--- src/rtl/irq_ack_pkg.sv ---
package irq_ack_pkg;
  localparam int unsigned NSRC       = 6;
  localparam int unsigned SRC_W      = $clog2(NSRC);
  localparam int unsigned VEC_W      = 16;
  localparam int unsigned VEC_BASE   = 3;
  localparam int unsigned VEC_STRIDE = 8;
  localparam int unsigned NLVL       = 2;

  typedef enum logic [SRC_W-1:0] {
    SRC_EXT0 = 3'd0,
    SRC_TMR0 = 3'd1,
    SRC_EXT1 = 3'd2,
    SRC_TMR1 = 3'd3,
    SRC_SER  = 3'd4,
    SRC_TMR2 = 3'd5
  } src_e;

  typedef struct packed {
    logic             valid;
    logic             hi;
    logic [SRC_W-1:0] idx;
  } pick_t;

  // vector address of a source: base plus a fixed stride per index
  function automatic logic [VEC_W-1:0] vec_of(input logic [SRC_W-1:0] idx);
    return VEC_W'(VEC_BASE) + (VEC_W'(idx) * VEC_W'(VEC_STRIDE));
  endfunction

  // whether hardware may clear the source flag on acknowledge
  function automatic logic hw_clears(input logic [SRC_W-1:0] idx,
                                     input logic [1:0] edge_mode);
    case (idx)
      SRC_TMR0, SRC_TMR1: return 1'b1;
      SRC_EXT0:           return edge_mode[0];
      SRC_EXT1:           return edge_mode[1];
      default:            return 1'b0;
    endcase
  endfunction

  // lowest set bit index of a request vector
  function automatic logic [SRC_W-1:0] first_set(input logic [NSRC-1:0] v);
    logic [SRC_W-1:0] r;
    r = '0;
    for (int i = NSRC - 1; i >= 0; i--) begin
      if (v[i]) r = SRC_W'(i);
    end
    return r;
  endfunction
endpackage

--- src/rtl/irq_pick.sv ---
module irq_pick
  import irq_ack_pkg::*;
#(
  parameter int unsigned N = NSRC
) (
  input  logic [N-1:0] req,
  input  logic [N-1:0] hi_lvl,
  input  logic [1:0]   in_svc,
  output pick_t        pick
);
  logic         hi_open;
  logic         lo_open;
  logic [N-1:0] elig_hi;
  logic [N-1:0] elig_lo;

  assign hi_open = !in_svc[1];
  assign lo_open = (in_svc == 2'b00);
  assign elig_hi = req &  hi_lvl & {N{hi_open}};
  assign elig_lo = req & ~hi_lvl & {N{lo_open}};

  always_comb begin
    pick = '0;
    if (|elig_hi) begin
      pick.valid = 1'b1;
      pick.hi    = 1'b1;
      pick.idx   = first_set(elig_hi);
    end else if (|elig_lo) begin
      pick.valid = 1'b1;
      pick.hi    = 1'b0;
      pick.idx   = first_set(elig_lo);
    end
  end
endmodule

--- src/rtl/irq_svc_stack.sv ---
module irq_svc_stack (
  input  logic       clk,
  input  logic       rst_n,
  input  logic       push,
  input  logic       push_hi,
  input  logic       pop,
  input  logic       plain_ret,
  output logic [1:0] in_svc
);
  logic [1:0] pop_mask;
  logic [1:0] push_mask;
  logic [1:0] svc_q;

  assign pop_mask  = !pop ? 2'b00 : (svc_q[1] ? 2'b10 : 2'b01);
  assign push_mask = !push ? 2'b00 : (push_hi ? 2'b10 : 2'b01);

  always_ff @(posedge clk) begin
    if (!rst_n) svc_q <= 2'b00;
    else        svc_q <= (svc_q & ~pop_mask) | push_mask;
  end

  assign in_svc = svc_q;

  AST_RET_KEEPS_SVC: assert property (@(posedge clk) disable iff (!rst_n)
    (plain_ret && !pop && !push) |=> $stable(in_svc));

  AST_RETI_POPS: assert property (@(posedge clk) disable iff (!rst_n)
    (pop && !push && in_svc != 2'b00) |=> ($countones(in_svc) + 1 == $countones($past(in_svc))));

  AST_HI_POP_FIRST: assert property (@(posedge clk) disable iff (!rst_n)
    (pop && !push && in_svc == 2'b11) |=> (in_svc == 2'b01));
endmodule

--- src/rtl/vec_irq_ack.sv ---
module vec_irq_ack
  import irq_ack_pkg::*;
(
  input  logic             clk,
  input  logic             rst_n,
  input  logic             instr_done,
  input  logic [NSRC-1:0]  req_flags,
  input  logic [NSRC-1:0]  hi_level,
  input  logic [1:0]       ext_edge,
  input  logic             reti_stb,
  input  logic             ret_stb,
  output logic             ack_stb,
  output logic [VEC_W-1:0] vec_addr,
  output logic [NSRC-1:0]  clr_stb,
  output logic [SRC_W-1:0] ack_src,
  output logic             ack_hi,
  output logic [1:0]       in_service
);
  pick_t           pick;
  logic            ack_fire;
  logic [NSRC-1:0] clr_next;

  irq_pick #(.N(NSRC)) u_pick (
    .req    (req_flags),
    .hi_lvl (hi_level),
    .in_svc (in_service),
    .pick   (pick)
  );

  assign ack_fire = instr_done && pick.valid;

  for (genvar g = 0; g < NSRC; g++) begin : g_clr
    assign clr_next[g] = ack_fire && (pick.idx == SRC_W'(g))
                         && hw_clears(SRC_W'(g), ext_edge);
  end

  irq_svc_stack u_svc (
    .clk       (clk),
    .rst_n     (rst_n),
    .push      (ack_fire),
    .push_hi   (pick.hi),
    .pop       (reti_stb),
    .plain_ret (ret_stb),
    .in_svc    (in_service)
  );

  always_ff @(posedge clk) begin
    if (!rst_n) begin
      ack_stb  <= 1'b0;
      vec_addr <= '0;
      clr_stb  <= '0;
      ack_src  <= '0;
      ack_hi   <= 1'b0;
    end else begin
      ack_stb <= ack_fire;
      clr_stb <= clr_next;
      if (ack_fire) begin
        vec_addr <= vec_of(pick.idx);
        ack_src  <= pick.idx;
        ack_hi   <= pick.hi;
      end
    end
  end

  AST_ACK_AFTER_DONE: assert property (@(posedge clk) disable iff (!rst_n)
    ack_stb |-> $past(instr_done));

  AST_VEC_ALIGNED: assert property (@(posedge clk) disable iff (!rst_n)
    ack_stb |-> (vec_addr[2:0] == 3'b011 && vec_addr[VEC_W-1:6] == '0));

  AST_CLR_WITH_ACK: assert property (@(posedge clk) disable iff (!rst_n)
    (clr_stb != '0) |-> (ack_stb && $onehot0(clr_stb)));

  AST_HI_BLOCKS_ALL: assert property (@(posedge clk) disable iff (!rst_n)
    (in_service[1] && !reti_stb) |=> !ack_stb);

  AST_VEC_HOLD: assert property (@(posedge clk) disable iff (!rst_n)
    !ack_fire |=> $stable(vec_addr));
endmodule

--- config.mk ---
export PLATFORM = sky130hd
export DESIGN_NAME = vec_irq_ack
export DESIGN_NICKNAME = d
export VERILOG_FILES = /design/src/rtl/irq_ack_pkg.sv /design/src/rtl/irq_pick.sv /design/src/rtl/irq_svc_stack.sv /design/src/rtl/vec_irq_ack.sv
export SDC_FILE = /design/constraint.sdc
export NUM_CORES = 1
export LEC_CHECK = 0
export BUFFER_PORTS_ARGS = -buffer_cell sky130_fd_sc_hd__buf_2
export CAP_MARGIN = 25
export CORE_UTILIZATION = 46
export DETAILED_ROUTE_END_ITERATION = 7
export GPL_ROUTABILITY_DRIVEN = 1
export PLACE_DENSITY = 0.84
export SLEW_MARGIN = 10
export SYNTH_ARGS = -nofsm -noshare
export SYNTH_HDL_FRONTEND = slang
export SYNTH_SLANG_ARGS = --single-unit
--- constraint.sdc ---
create_clock -name clk -period 3.15 [get_ports clk]
set_input_delay 0.1575 -clock clk [delete_from_list [all_inputs] [get_ports clk]]
set_output_delay 0.1575 -clock clk [all_outputs]
set_load 0.02 [all_outputs]
==> results.toml, run 1 <==
[run_status]
status = "finished with violations"
violations = "design-rule violations"

[pwr]
power.ir.vdd_worst_v = 0.000241
fin_total_pwr_mw = 0.424
power_leakage_nw = 0.488
total_power_per_unit_cell_area_nw_per_um2 = 446

[setup_path]
critical_path.max_fanout = 12
crit_type = "register to register"
timing.reg2reg.worst_path_depth = 5
rrSetupSlack_ns = 1.39
cp.arrival_ns = 1.99
crit_path_end_kind = "register"
timing.rr.start = "u_svc.in_svc[1]"
worst-endpoint-required_ns = 3.38
worstReg2RegEnd = "clr_stb[2]"
timing.critical_path.from_type = "register"

[drt]
post_detailed_route_drc_marker_count = 3
drtIter0Drc = 15
detail_route.wl_per_cell_um = 11.3
route.final.wire_length_mm = 1.67
detailroute.via_count = 711
postRouteAntennaNets = 0
detailed_route_vias_per_instance = 4.80
detail_route.first_pass.iterations = 6

[clocking]
cts_hold_buf = 0
cts_resized = 0
cts.clk_slew.worst_paths_ns = 0.07
cts_tree = "built"
ctsHtreeMaxLevel = 1
post-cts-setup-buffers = 0
cts_inserted_buffers = 3
cts.path.max_buffers = 2
insertion_delay_ns = 0.28
clock-root-buffer = "sky130_fd_sc_hd__clkbuf_4"
cts_num_sinks = 12

[die]
die_area_um2 = 1960
boundaryPins = 48
die_w_um = 44.2
total_number_of_placement_rows = 14
die_h_um = 44.2
floorplan.initialDensity_pct = 51.5
floorplan.core_area_um2 = 1590

[placed_design]
place_inst = 144
hpwl_mm = 1.34
globalplace.congestion = 0.727
numPortBuffers = 33

[logic_synthesis]
ys.flop_type = "sky130_fd_sc_hd__dfxtp_1"
synth_seq_area_share_pct = 29.3
postSynthAreaPerCell_um2 = 8.64
number_of_flops_mapped_to_enable_cells_by_yosys = 0
synthArstFlopShare_pct = 0
mappedNetlistArea_um2 = 821
synth_seq_cells = 12
netlist-cell-type-count = 37
syn-instance-count = 95
synth.yosys.warnings = 0

[global_route]
globalRoute.totalOverflow = 0
grt_pass1_wl_mm = 2.47
number_of_antenna_violations_at_the_first_check_in_global_routing = 0
grt_max_degree = 13
grt_util_overall_pct = 17.5
first_global_vias = 588

[cells_and_area]
n_antenna_cell = 0
final_util_pct = 59.7
final_nets = 144
flow.area_growth_from_synthesis_pct = 15.9
finalNonFillerCells = 148
proportion_of_layout_cells_with_a_drive_suffix_above_1_pct = 39.5

[timing]
grt_setup_unrepaired = "no"
fmaxAchievable_mhz = 567
hold-worst-slack_ns = 0.105
report.final.hold_viol_count = 0
setup-tns-final_ns = 0
finalWorstPathRequiredPeriod_ns = 1.76
worst_clock_skew_ns = 0.00236
setup_violations = 0
final_min_period_over_clock_period_pct = 56.0
timing_max_transition_violations_final = 0

[min_path]
worst_hold_path_type = "input pin to register"
worstHoldEndpoint = "clr_stb[2]"
hold-path-cell-count = 2
min_from = "ext_edge[1]"

[job]
maxCapViolations = 0
[routing by layer]
metal	part of all wire [%]	GRT usage (%)	vias to the layer above	wire length, µm
met5	0	0	-	0
met4	1.0	5.45	0	17
met3	6.5	6.12	3	109
met2	52	32.4	32	861
met1	41	18.4	311	677
li1	-	-	365	-
[synthesized netlist by cell type, types with 2 or more instances]
cell type | number | area, µm²
sky130_fd_sc_hd__a21boi_0 | 2 | 15.0
sky130_fd_sc_hd__a21oi_1 | 4 | 20.0
sky130_fd_sc_hd__a22oi_4 | 2 | 42.5
sky130_fd_sc_hd__and3_1 | 3 | 18.8
sky130_fd_sc_hd__buf_4 | 17 | 128
sky130_fd_sc_hd__clkbuf_1 | 2 | 7.51
sky130_fd_sc_hd__dfxtp_1 | 12 | 240
sky130_fd_sc_hd__nand2_1 | 9 | 33.8
sky130_fd_sc_hd__nand2b_1 | 6 | 37.5
sky130_fd_sc_hd__nand3_1 | 3 | 15.0
sky130_fd_sc_hd__nor2_1 | 3 | 11.3
sky130_fd_sc_hd__o21ai_0 | 6 | 30.0
sky130_fd_sc_hd__or2_2 | 2 | 12.5
[worst max-delay path: stages, from the launching register on]
cell and delay [ns]:
sky130_fd_sc_hd__dfxtp_1 0.42, sky130_fd_sc_hd__or2_2 0.36, sky130_fd_sc_hd__a21oi_1 0.23, sky130_fd_sc_hd__o31a_1 0.36, sky130_fd_sc_hd__and3_1 0.20, sky130_fd_sc_hd__and3_1 0.14
[report_power, final]
part	switching [mW]	leakage, nW	internal [mW]
logic	0.0818	0.368	0.0484
clock network	0.0536	0.0210	0.0705
registers	0.00773	0.0984	0.162
total	0.143	0.488	0.281
[worst max path at each step]
stage                                from    endpoint  slack [ns]  depth (start not counted)
after floorplan           u_svc.in_svc[1]  clr_stb[2]        1.50                          6
after global placement    u_svc.in_svc[1]  clr_stb[2]        1.49                          5
after detailed placement  u_svc.in_svc[1]  clr_stb[2]        1.43                          5
after CTS                 u_svc.in_svc[1]  clr_stb[2]        1.40                          5
after global routing      u_svc.in_svc[1]  clr_stb[2]        1.29                          5
final                     u_svc.in_svc[1]  clr_stb[2]        1.39                          5
[layout by cell type (no fill, tap or decap), types with 2 or more instances in the layout]
cell type,instances
sky130_fd_sc_hd__or2_2,2
sky130_fd_sc_hd__and3_1,3
sky130_fd_sc_hd__conb_1,13
sky130_fd_sc_hd__a21oi_1,4
sky130_fd_sc_hd__dfxtp_1,12
sky130_fd_sc_hd__a21boi_0,2
sky130_fd_sc_hd__o21ai_0,6
sky130_fd_sc_hd__a22oi_4,2
sky130_fd_sc_hd__nand2b_1,6
sky130_fd_sc_hd__nand3_1,3
sky130_fd_sc_hd__nand2_1,9
sky130_fd_sc_hd__nor2_1,3
sky130_fd_sc_hd__buf_2,33
sky130_fd_sc_hd__clkbuf_4,3
[registers in the layout, summed over array words and instances (netlist names)]
| signal | flops |
|---|---|
| ack_src | 3 |
| u_svc.in_svc | 2 |
| ack_stb | 1 |
| clr_stb | 4 |
| ack_hi | 1 |
| vec_addr | 1 |
[cells by family (layout without fill, tap and decap cells)]
family          after synthesis  in the layout  synth area share [%]
buf+inv                      21             38                  18.3
simple gates                 33             33                  21.8
other cells                   1             13                 0.457
flops                        12             12                  29.3
compound gates               28             28                  30.2
[stage by stage]
stage / setup slack, ns / cell area (µm²)
detailed placement: 1.43 / 915
floorplan: 1.50 / 866
global route: 1.29 / 951
finish: 1.39 / 951
CTS: 1.40 / 951
global placement: 1.49 / 915
[area by class of cell]
| type | count | area [µm²] |
|---|---|---|
| Clock buffer | 4 | 36.3 |
| Fill cell | 150 | 643 |
| Inverter | 1 | 3.75 |
| Multi-Input combinational cell | 74 | 475 |
| Sequential cell | 12 | 240 |
| Tap cell | 24 | 30.0 |
| Timing Repair Buffer | 33 | 165 |
No activity file was read; power rests on OpenSTA's default activity.
==> run 2, diff against run 1 <==
ABC_AREA = 1   (was not set)
CORE_UTILIZATION = 43   (was 46)
PLACE_DENSITY = 0.78   (was 0.84)
clock period = 1.7 ns   (was 3.15 ns; I/O delays follow)
==> run 2 against run 1 <==
Effect of this change:
- the run now ends clean
- synthesized cell count increased by 41%
- combinational power increased by 150%
- sequential power increased by 92%
- cell count increased by 28%
- global-route usage decreased by 0.070 points
- non-clock buffer count unchanged
- setup slack got worse by 1.2 ns
- routed wire length increased by 4.4%
- critical endpoint is now clr_stb[0]
- largest cell class unchanged
==> results.toml, run 2 <==
[global_route]
grt_pass1_wl_mm = 2.67
first_global_vias = 709
globalRoute.totalOverflow = 0
number_of_antenna_violations_at_the_first_check_in_global_routing = 0
grt_max_degree = 9
grt_util_overall_pct = 17.4

[pwr]
share_comb_of_total_power_pct = 39.5
power.share.clock_pct = 20.5
switching_power_as_a_share_of_total_power_pct = 39.3
netSwitchingPower_mw = 0.317
power.ir.vdd_worst_v = 0.000474
total_power_per_unit_cell_area_nw_per_um2 = 801
intPower_mw = 0.491
power_leakage_nw = 0.603
power.sequential.fraction_pct = 40.0

[drt]
post_detailed_route_drc_marker_count = 0
postRouteAntennaNets = 0
drtIter0Drc = 13
detail_route.first_pass.iterations = 4
detailed_route_vias_per_instance = 4.46
detailroute.via_count = 847
detail_route.wl_per_cell_um = 9.15
route.final.wire_length_mm = 1.74

[setup_path]
cp.arrival_ns = 1.66
worst-endpoint-required_ns = 1.86
timing.reg2reg.worst_path_depth = 11
timing.critical_path.from_type = "register"
crit_path_end_kind = "register"
crit_type = "register to register"
critical_path.max_fanout = 8

[min_path]
hold-path-cell-count = 3
worst_hold_path_type = "input pin to register"

[cells_and_area]
final_nets = 186
layout.filler_cells = 194
flow.area_growth_from_synthesis_pct = 15.6
largest_register_ff_count = 4
most_common_cell_after_layout_fill_and_taps_aside = "sky130_fd_sc_hd__nand2_1"
final_util_pct = 55.4
proportion_of_layout_cells_with_a_drive_suffix_above_1_pct = 32.7
top_register = "clr_stb"
mostFrequentLayoutCells = "sky130_fd_sc_hd__nand2_1, sky130_fd_sc_hd__buf_2, sky130_fd_sc_hd__nor2_1"
n_antenna_cell = 0

[logic_synthesis]
postSynthAreaPerCell_um2 = 6.51
ys.flop_type = "sky130_fd_sc_hd__dfxtp_1"
number_of_flops_mapped_to_enable_cells_by_yosys = 0
netlist-cell-type-count = 18
synth_commonest_cells = "sky130_fd_sc_hd__nand2_1, sky130_fd_sc_hd__nor2_1, sky130_fd_sc_hd__buf_4, sky130_fd_sc_hd__inv_1, sky130_fd_sc_hd__dfxtp_1"
synth_most_common_cell = "sky130_fd_sc_hd__nand2_1"
syn-instance-count = 134
synth.yosys.warnings = 0
synth_seq_cells = 12
synth_area_leader_cell = "sky130_fd_sc_hd__dfxtp_1"
yosys.area.top_type_share_pct = 27.5
ys_top_cells_by_area = "sky130_fd_sc_hd__dfxtp_1, sky130_fd_sc_hd__buf_4, sky130_fd_sc_hd__nand2_1"
synthArstFlopShare_pct = 0
mappedNetlistArea_um2 = 872
synth_seq_area_share_pct = 27.5

[timing]
report.final.hold_viol_count = 0
grt_setup_unrepaired = "no"
finalWorstPathRequiredPeriod_ns = 1.50
final_min_period_over_clock_period_pct = 88.1
setup_violations = 0
setup-tns-final_ns = 0
worst_clock_skew_ns = 0.00353
timing_max_transition_violations_final = 0
fmaxAchievable_mhz = 667

[run_status]
status = "completed"

[die]
boundaryPins = 48
die_w_um = 47.0
floorplan.initialDensity_pct = 47.9
die_area_um2 = 2210
die_h_um = 47.0
floorplan.core_area_um2 = 1820
total_number_of_placement_rows = 15

[clocking]
post-cts-setup-buffers = 0
cts_tree = "built"
cts_num_sinks = 12
cts_resized = 0
cts_hold_buf = 0
insertion_delay_ns = 0.27
cts.path.max_buffers = 2
ctsHtreeMaxLevel = 1
cts.clk_slew.worst_paths_ns = 0.07
clock-root-buffer = "sky130_fd_sc_hd__clkbuf_4"
cts_inserted_buffers = 3

[placed_design]
hpwl_mm = 1.48
numPortBuffers = 33
globalplace.congestion = 0.770

[job]
maxCapViolations = 0
## run 2: cell types whose count changed after synthesis, sizes merged, moves of 3 or more
cell	previous run	this run
a21oi	4	7
a21boi	3	0
a22oi	3	0
inv	1	17
nor2	3	22
nand3	3	13
o21ai	6	2
nand2b	6	0
nand2	9	41
and3	3	0
## run 2: path summary, 6_finish.rpt
kind,slack (ns),endpoint,start
max,0.20,clr_stb[0],u_svc.in_svc[1]
min,0.07,clr_stb[0],ext_edge[0]
max reg2reg,0.20,clr_stb[0],u_svc.in_svc[1]
min reg2reg,0.46,ack_hi,ack_hi
## run 2: metrics by stage
step           total power [mW]  cells  worst slack, ns  cell area [µm²]  hold WS [ns]
6_report                  0.808    190            0.202             1010        0.0693
5_1_grt                   0.870    190           0.0883             1010        0.0726
4_1_cts                   0.817    190            0.199             1010        0.0613
3_5_place_dp              0.649    187            0.221              986         0.346
3_3_place_gp              0.642    187            0.256              986         0.344
2_1_floorplan             0.597    146            0.246              917         0.205
## run 2: power groups by stage
stage	clock (mW)	combinational [mW]	sequential (mW)
after floorplan	0	0.237	0.360
after global placement	0	0.314	0.328
after detailed placement	0	0.319	0.329
after CTS	0.174	0.320	0.323
after global routing	0.189	0.354	0.327
final	0.166	0.319	0.324
## run 2: cell type report
class / count / area (µm²) / share of cell area, %
Inverter: 17 / 63.8 / 6.33
Timing Repair Buffer: 33 / 165 / 16.4
Sequential cell: 12 / 240 / 23.8
Multi-Input combinational cell: 100 / 485 / 48.1
Tap cell: 25 / 31.3 / 3.10
Clock buffer: 3 / 22.5 / 2.23
## run 2: critical path: stages (launching register included)
cell and delay, ns:
sky130_fd_sc_hd__dfxtp_1 0.51, sky130_fd_sc_hd__inv_2 0.12, sky130_fd_sc_hd__nand3_2 0.12, sky130_fd_sc_hd__nand2_4 0.07, sky130_fd_sc_hd__inv_2 0.06, sky130_fd_sc_hd__nand2_1 0.05, sky130_fd_sc_hd__nor2_2 0.13, sky130_fd_sc_hd__nand3_2 0.11
sky130_fd_sc_hd__nand2_2 0.08, sky130_fd_sc_hd__inv_1 0.05, sky130_fd_sc_hd__nand2_1 0.06, sky130_fd_sc_hd__nor2_1 0.03
## run 2: cells by family after synthesis
logic type	Yosys count	share of synthesized area [%]
other cells	1	0.430
simple gates	78	44.5
compound gates	9	5.60
buf+inv	34	22.0
flops	12	27.5
## run 2: routing by layer
metal / wire, µm / track usage [%] / up-vias
met5: 0 / 0 / -
met4: 17 / 4.57 / 0
met3: 101 / 7.31 / 2
met2: 925 / 31.7 / 29
met1: 694 / 18.5 / 374
li1: - / - / 442
